## src/rtl/pt_walker.sv

```systemverilog
module pt_walker (
  input  logic        clk,
  input  logic        rst_n,
  input  logic [19:0] root_frame,
  input  logic        req_valid,
  output logic        req_ready,
  input  logic [31:0] req_va,
  input  logic        req_write,
  input  logic        req_user,
  output logic        mem_req,
  output logic        mem_we,
  output logic [31:0] mem_addr,
  output logic [31:0] mem_wdata,
  input  logic        mem_rvalid,
  input  logic [31:0] mem_rdata,
  output logic        resp_valid,
  output logic        resp_fault,
  output logic [31:0] resp_pa,
  output logic        resp_large,
  output logic [11:0] resp_flags,
  output logic [1:0]  resp_perm,
  output logic        resp_user
);
  localparam int P_BIT = 0;
  localparam int A_BIT = 5;
  localparam int D_BIT = 6;
  localparam int L_BIT = 7;
  localparam logic [31:0] A_MSK = 32'(1) << A_BIT;
  localparam logic [31:0] D_MSK = 32'(1) << D_BIT;

  typedef enum logic [2:0] {S_IDLE, S_RD1, S_WT1, S_RD2, S_WT2, S_WB1, S_WB2, S_RSP} st_t;

  st_t         st;
  logic [31:0] va, e1, e2;
  logic        wr, usr, flt, big;

  wire [31:0] e1_new = e1 | A_MSK | ((big && wr) ? D_MSK : 32'd0);
  wire [31:0] e2_new = e2 | A_MSK | (wr ? D_MSK : 32'd0);
  wire [31:0] a1     = {root_frame, va[31:22], 2'b00};
  wire [31:0] a2     = {e1[31:12], va[21:12], 2'b00};
  wire        rd_a_d = !mem_rdata[A_BIT] || (wr && !mem_rdata[D_BIT]);

  always_ff @(posedge clk) begin
    if (!rst_n) begin
      st  <= S_IDLE;
      va  <= '0;
      e1  <= '0;
      e2  <= '0;
      wr  <= 1'b0;
      usr <= 1'b0;
      flt <= 1'b0;
      big <= 1'b0;
    end else begin
      case (st)
        S_IDLE: if (req_valid) begin
          va  <= req_va;
          wr  <= req_write;
          usr <= req_user;
          flt <= 1'b0;
          big <= 1'b0;
          st  <= S_RD1;
        end
        S_RD1: st <= S_WT1;
        S_WT1: if (mem_rvalid) begin
          e1 <= mem_rdata;
          if (!mem_rdata[P_BIT]) begin
            flt <= 1'b1;
            st  <= S_RSP;
          end else if (mem_rdata[L_BIT]) begin
            big <= 1'b1;
            st  <= rd_a_d ? S_WB1 : S_RSP;
          end else begin
            st <= S_RD2;
          end
        end
        S_RD2: st <= S_WT2;
        S_WT2: if (mem_rvalid) begin
          e2 <= mem_rdata;
          if (!mem_rdata[P_BIT]) begin
            flt <= 1'b1;
            st  <= S_RSP;
          end else if (!e1[A_BIT]) st <= S_WB1;
          else if (rd_a_d)         st <= S_WB2;
          else                     st <= S_RSP;
        end
        S_WB1: st <= (!big && e2_new != e2) ? S_WB2 : S_RSP;
        S_WB2: st <= S_RSP;
        default: st <= S_IDLE;
      endcase
    end
  end

  assign req_ready  = (st == S_IDLE);
  assign mem_req    = (st == S_RD1) || (st == S_RD2) || (st == S_WB1) || (st == S_WB2);
  assign mem_we     = (st == S_WB1) || (st == S_WB2);
  assign mem_addr   = (st == S_RD1 || st == S_WB1) ? a1 : a2;
  assign mem_wdata  = (st == S_WB1) ? e1_new : e2_new;

  assign resp_valid = (st == S_RSP);
  assign resp_fault = flt;
  assign resp_large = !flt && big;
  assign resp_user  = usr;
  assign resp_pa    = flt ? 32'd0 : big ? {e1[31:22], va[21:0]} : {e2[31:12], va[11:0]};
  assign resp_flags = flt ? 12'd0 : big ? e1_new[11:0] : e2_new[11:0];
  assign resp_perm  = flt ? 2'd0 : big ? e1[2:1] : (e1[2:1] & e2[2:1]);

  a_r1_aligned: assert property (@(posedge clk) disable iff (!rst_n)
    mem_req |-> mem_addr[1:0] == 2'b00);
  a_r5_wb_marks_accessed: assert property (@(posedge clk) disable iff (!rst_n)
    (mem_req && mem_we) |-> mem_wdata[A_BIT]);
  a_r4_fault_zeroed: assert property (@(posedge clk) disable iff (!rst_n)
    (resp_valid && resp_fault) |-> (resp_pa == 32'd0 && !resp_large && resp_flags == 12'd0));
  a_r8_resp_pulse: assert property (@(posedge clk) disable iff (!rst_n)
    resp_valid |=> !resp_valid);
  a_r8_ready_after_resp: assert property (@(posedge clk) disable iff (!rst_n)
    resp_valid |=> req_ready);
  a_r8_accept_only_requested: assert property (@(posedge clk) disable iff (!rst_n)
    (req_ready && !req_valid) |=> req_ready);
  a_r7_flags_accessed: assert property (@(posedge clk) disable iff (!rst_n)
    (resp_valid && !resp_fault) |-> resp_flags[A_BIT] && resp_flags[P_BIT]);
endmodule

```

## config.mk

```make
export PLATFORM = sky130hd
export DESIGN_NAME = pt_walker
export DESIGN_NICKNAME = d
export VERILOG_FILES = /design/src/rtl/pt_walker.sv
export SDC_FILE = /design/constraint.sdc
export NUM_CORES = 1
export LEC_CHECK = 0
export BUFFER_PORTS_ARGS = -buffer_cell sky130_fd_sc_hd__buf_2
export CAP_MARGIN = 0
export CORE_MARGIN = 4
export CORE_UTILIZATION = 35
export CTS_CLUSTER_DIAMETER = 120
export DETAILED_ROUTE_END_ITERATION = 8
export GPL_TIMING_DRIVEN = 0
export PLACE_DENSITY = 0.67
export RECOVER_POWER = 25
export SETUP_SLACK_MARGIN = 0.02
export SLEW_MARGIN = 20
export SYNTH_ARGS = -nofsm -noshare
export SYNTH_HDL_FRONTEND = slang
export SYNTH_SLANG_ARGS = --single-unit
```

## constraint.sdc

```tcl
create_clock -name clk -period 4.09 [get_ports clk]
set_input_delay 0.818 -clock clk [delete_from_list [all_inputs] [get_ports clk]]
set_output_delay 0.818 -clock clk [all_outputs]
set_load 0.01 [all_outputs]
```

# Word level (Yosys, flattened, before mapping)
# Cells that the tools add are included.
# Widths: inputs -> output; s select.
[totals] input_bits=90 wordCells=79 register_bits=103 out_inout_bits=117
[op_classes] eq_ne=15 bitwise_logic=3 n_mux=29 n_reduce_logical=24
[ops] operator="$mux 32" n=4
[ops] operator="$or 32x7->32" n=2
[ops] operator="$ne 32x32->1" n=1
[ops] operator="$mux 12" n=2
[ops] operator="$pmux 3 s7" n=1
[ops] operator="$mux 3" n=5
[ops] operator="$mux 7" n=2
[ops] operator="$eq 3x3->1 const B" n=4
[ops] operator="$ne 2x2->1 const B" n=6
[ops] operator="$mux 2" n=5
[ops] operator="$mux 1" n=8
[ops] operator="$eq 3x2->1 const B" n=2
[ops] operator="$logic_or 1x1->1" n=6
[ops] operator="$reduce_and 2->1" n=3
[ops] operator="$reduce_and 5->1" n=1
[ops] operator="$logic_and 1x1->1" n=4
[ops] operator="$logic_not 1->1" n=4
[ops] operator="$pmux 1 s2" n=2
[ops] operator="$reduce_and 4->1" n=1
[ops] operator="$reduce_bool 2->1" n=2
[ops] operator="$eq 3x1->1 const B" n=1
[ops] operator="$logic_not 3->1" n=1
[ops] operator="$reduce_and 3->1" n=1
[ops] operator="$and 2x2->2" n=1
[ops] operator="other kinds (2)" n=2

# Logic depth before layout (Yosys ltp)
[logic_depth] depth_word=8 ltp_mapped=7 depth_no_buf=4

# Worst setup path after synthesis
# OpenSTA, ideal clock, no wires.
[synth_timing] path_type="flip-flop to output port" from="register st[2]" to="output mem_wdata[24]" slack_ps=1958 required_time_ps=3272 arrival_ps=1314 n_path_buf=2 path_stages_with_launch=6 cell_sequence="dfxtp_1 > buf_4 > and2b_1 > nand2_2 > buf_2 > mux2_2"
[synth_between] elab_chain_cells=2
[synth_rtl] item="start: declaration" line_no="33" source="st_t st;"
[synth_rtl] item="start signal: assignment" line_no="71" source="st <= rd_a_d ? S_WB1 : S_RSP;"
[synth_rtl] item="start signal: assignment" line_no="86" source="S_WB1: st <= (!big && e2_new != e2) ? S_WB2 : S_RSP;"
[synth_rtl] item="$eq 3x3->1" line_no="97" source="assign mem_wdata = (st == S_WB1) ? e1_new : e2_new;"
[synth_rtl] item="$mux 32" line_no="97"
[synth_rtl] item="end: declaration" line_no="13" source="output logic [31:0] mem_wdata,"
# No other way between the ends.

# Final worst setup path
[layout_timing] from="register st[2]" to="output mem_wdata[25]"
# Same word-level chain as after synthesis.

==> impl_results.md <==
- First-pass GRT wire length: 27.3 mm
- Via Count: 5,098
- RR Startpoint: st[2]
- Startpoint Class: register
- PortBufs: 201
- Largest net degree at the start of global routing: 19
- Net count, final: 946
- CP Cell Sequence: clkbuf_1, and2b_1, nand2_2, clkbuf_1, mux2_2, buf_2
- Final Hold Fails: 0
- Final Skew: 6.81 ps
- Critical Path RT: 3270 ps
- Vias in the first global route: 4,981
- Die Ht: 132 um
- Post-synth top area cell: dfxtp_1
- Final global-route overflow total: 0
- Area growth from synthesis to layout: 28.2%
- CTS tree: yes
- Synthesis-stage register bit count: 103
- Max Freq: 314 MHz
- RSZ-0062 raised after global routing: false
- Buf/Inv on CP: 3
- CP peak stage delay: 510 ps
- Sequential area share after synthesis: 0.383
- Static Leakage: 0.00314 uW
- Die area: 17,400 um^2
- Max VDD drop: 0.202 mV
- Worst Hold Launch: va[10]
- Max FO, Critical Path: 10
- Slew @ Worst Pin: 618 ps
- Total CTS buffers: 9
- Setup ws final: 903 ps
- Critical Path AT: 2370 ps
- Max-cap violation count: 0
- Initial core utilization: 0.355
- CTS Sinks: 103
- Die width: 132 um
- Worst-case reg-to-reg path depth: 7
- Antenna fix cells: 0
- Crit path max-delay family: buffers and inverters
- GRT Overall Usage: 0.197
- Mapped Cells: 643
- Most common cell after layout, fill and taps aside: buf_2
- Post-CTS sizing: 0
- Residual DRC: 0
- Max Buffers Root-to-Sink: 2
- Post-synth top area share: 0.383
- Crit Path Class: reg2out
- Number of antenna violations at the first check in global routing: 1
- TNS Setup: 0 ps
- Total core area: 15,100 um^2
- Setup crit start: st[2]
- Crit path capture type: output port
- First drt pass iteration count: 5
- Relative slew slack: 0.588
- Hold depth: 2
- Status: finished, final reports clean
- WL/cell: 16.5 um
- Total wire length: 17.3 mm
- Hold WC Path Type: reg2reg
- Crit path depth: 6
- Post-Synthesis Cell Area: 5380 um^2
- Most frequent cells in the layout: buf_2, nand2_1, dfxtp_1
- Clock Latency Late Sink: 360 ps
- Setup slack after placement: 1270 ps
- Yosys warning count: 0
- Critical path's most frequent cell: clkbuf_1
- Critical-path top delay cell: clkbuf_1
- Share of cells above drive strength 1: 0.351
- Main area contributors after synthesis: dfxtp_1, nand2_1, a21boi_1
- Starting DRT DRC Count: 201
- Number of setup violations in the final report: 0
- Max Transition Viols Final: 0
- # fillers: 1,576
- IO Count: 207
- Vias per cell: 4.86
- Antenna viol nets, final: 0
- Final Cycle Share: 0.779
- Final min period: 3190 ps
- Post-DP HPWL: 13.2 mm
- Row cnt: 45
- Count of cell types in the netlist: 38
- Setup Buffers After CTS: 0
- Worst-path clk slew: 80 ps
- Clock H-tree levels: 3
- Pwr dens: 382 nW/um^2
- Global placement routability congestion: 0.858
- Root Driver: clkbuf_16
- Hold_buf cts: 0
- Mean area per synthesized cell: 8.37 um^2
==> flip-flops by register name (all words and copies together) (netlist names) <==
register	cells
resp_fault	1
resp_user	1
va	32
wr	1
e2	32
big	1
st	3
e1	32
==> final timing paths <==
path              slack (ps)       endpoint
hold reg to reg          450         va[10]
setup / recovery         900  mem_wdata[25]
hold / removal           450         va[10]
setup reg to reg        1940         e1[14]
==> worst register-to-register path: cells and delay by family, from the launching register on <==
| kind | cells | cell delay, ps |
|---|---|---|
| compound gates | 1 | 160 |
| buf+inv | 3 | 990 |
| flops | 1 | 300 |
| simple gates | 3 | 630 |
==> power breakdown <==
| group | internal [uW] | switching [uW] | total, uW |
|---|---|---|---|
| Combinational | 272 | 347 | 619 |
| Sequential | 1070 | 48.6 | 1120 |
| Clock | 483 | 414 | 896 |
==> cells in the mapped netlist (all sizes together) <==
master   count
a21boi      98
and3         3
xnor2        2
nand2      203
nand2b       3
nor3         1
nand3b       2
o211ai       1
a221oi       1
a31oi        2
buf         32
a211oi       2
conb         2
a21oi        3
nor2        36
mux2i       31
dfxtp      103
and2b        1
clkbuf      23
mux2        60
and2         2
xor2         1
nand3        1
o21ai        3
inv          2
nor2b       16
o22ai        2
and3b        1
a2111oi      1
o211a        2
a21o         2
nor3b        1
==> cell families (layout without fill, tap and decap cells) <==
kind of cell,count (synthesis),in the layout,synth area share
and+or+nand+nor,270,270,0.205
AOI/OAI and AO/OA,117,117,0.162
DFF,103,103,0.383
muxes,91,91,0.183
buffers and inverters,57,274,0.0607
xor gates and xnor gates,3,3,0.00488
other,2,3,0.00139
==> per-layer routing <==
metal	track usage	up-vias	routed length [um]	part of all wire
li1	-	2552	-	-
met5	0	-	11	0.00063
met3	0.0531	21	1130	0.065
met2	0.325	151	8140	0.47
met1	0.255	2372	7780	0.45
met4	0.0566	2	263	0.015
==> area by class of cell <==
class | instances | area, um^2 | area share
Tap cell | 188 | 235 | 0.0341
Sequential cell | 103 | 2060 | 0.299
Clock inverter | 7 | 81.3 | 0.0118
Inverter | 2 | 7.51 | 0.00109
Clock buffer | 9 | 225 | 0.0326
Buffer | 55 | 294 | 0.0426
Multi-Input combinational cell | 484 | 2990 | 0.434
Timing Repair Buffer | 201 | 1000 | 0.145
==> through the flow <==
step	utilization	power, uW	hold slack, ps	instances	cell area (um^2)
after floorplan	-	1530	430	644	5390
after global placement	0.438	1770	436	1033	6630
after detailed placement	0.438	1780	442	1033	6630
after CTS	0.458	2680	452	1049	6940
after global routing	0.456	2770	467	1049	6900
final	0.456	2630	452	1049	6900
Note: power is estimated with default switching activity, not from simulation.
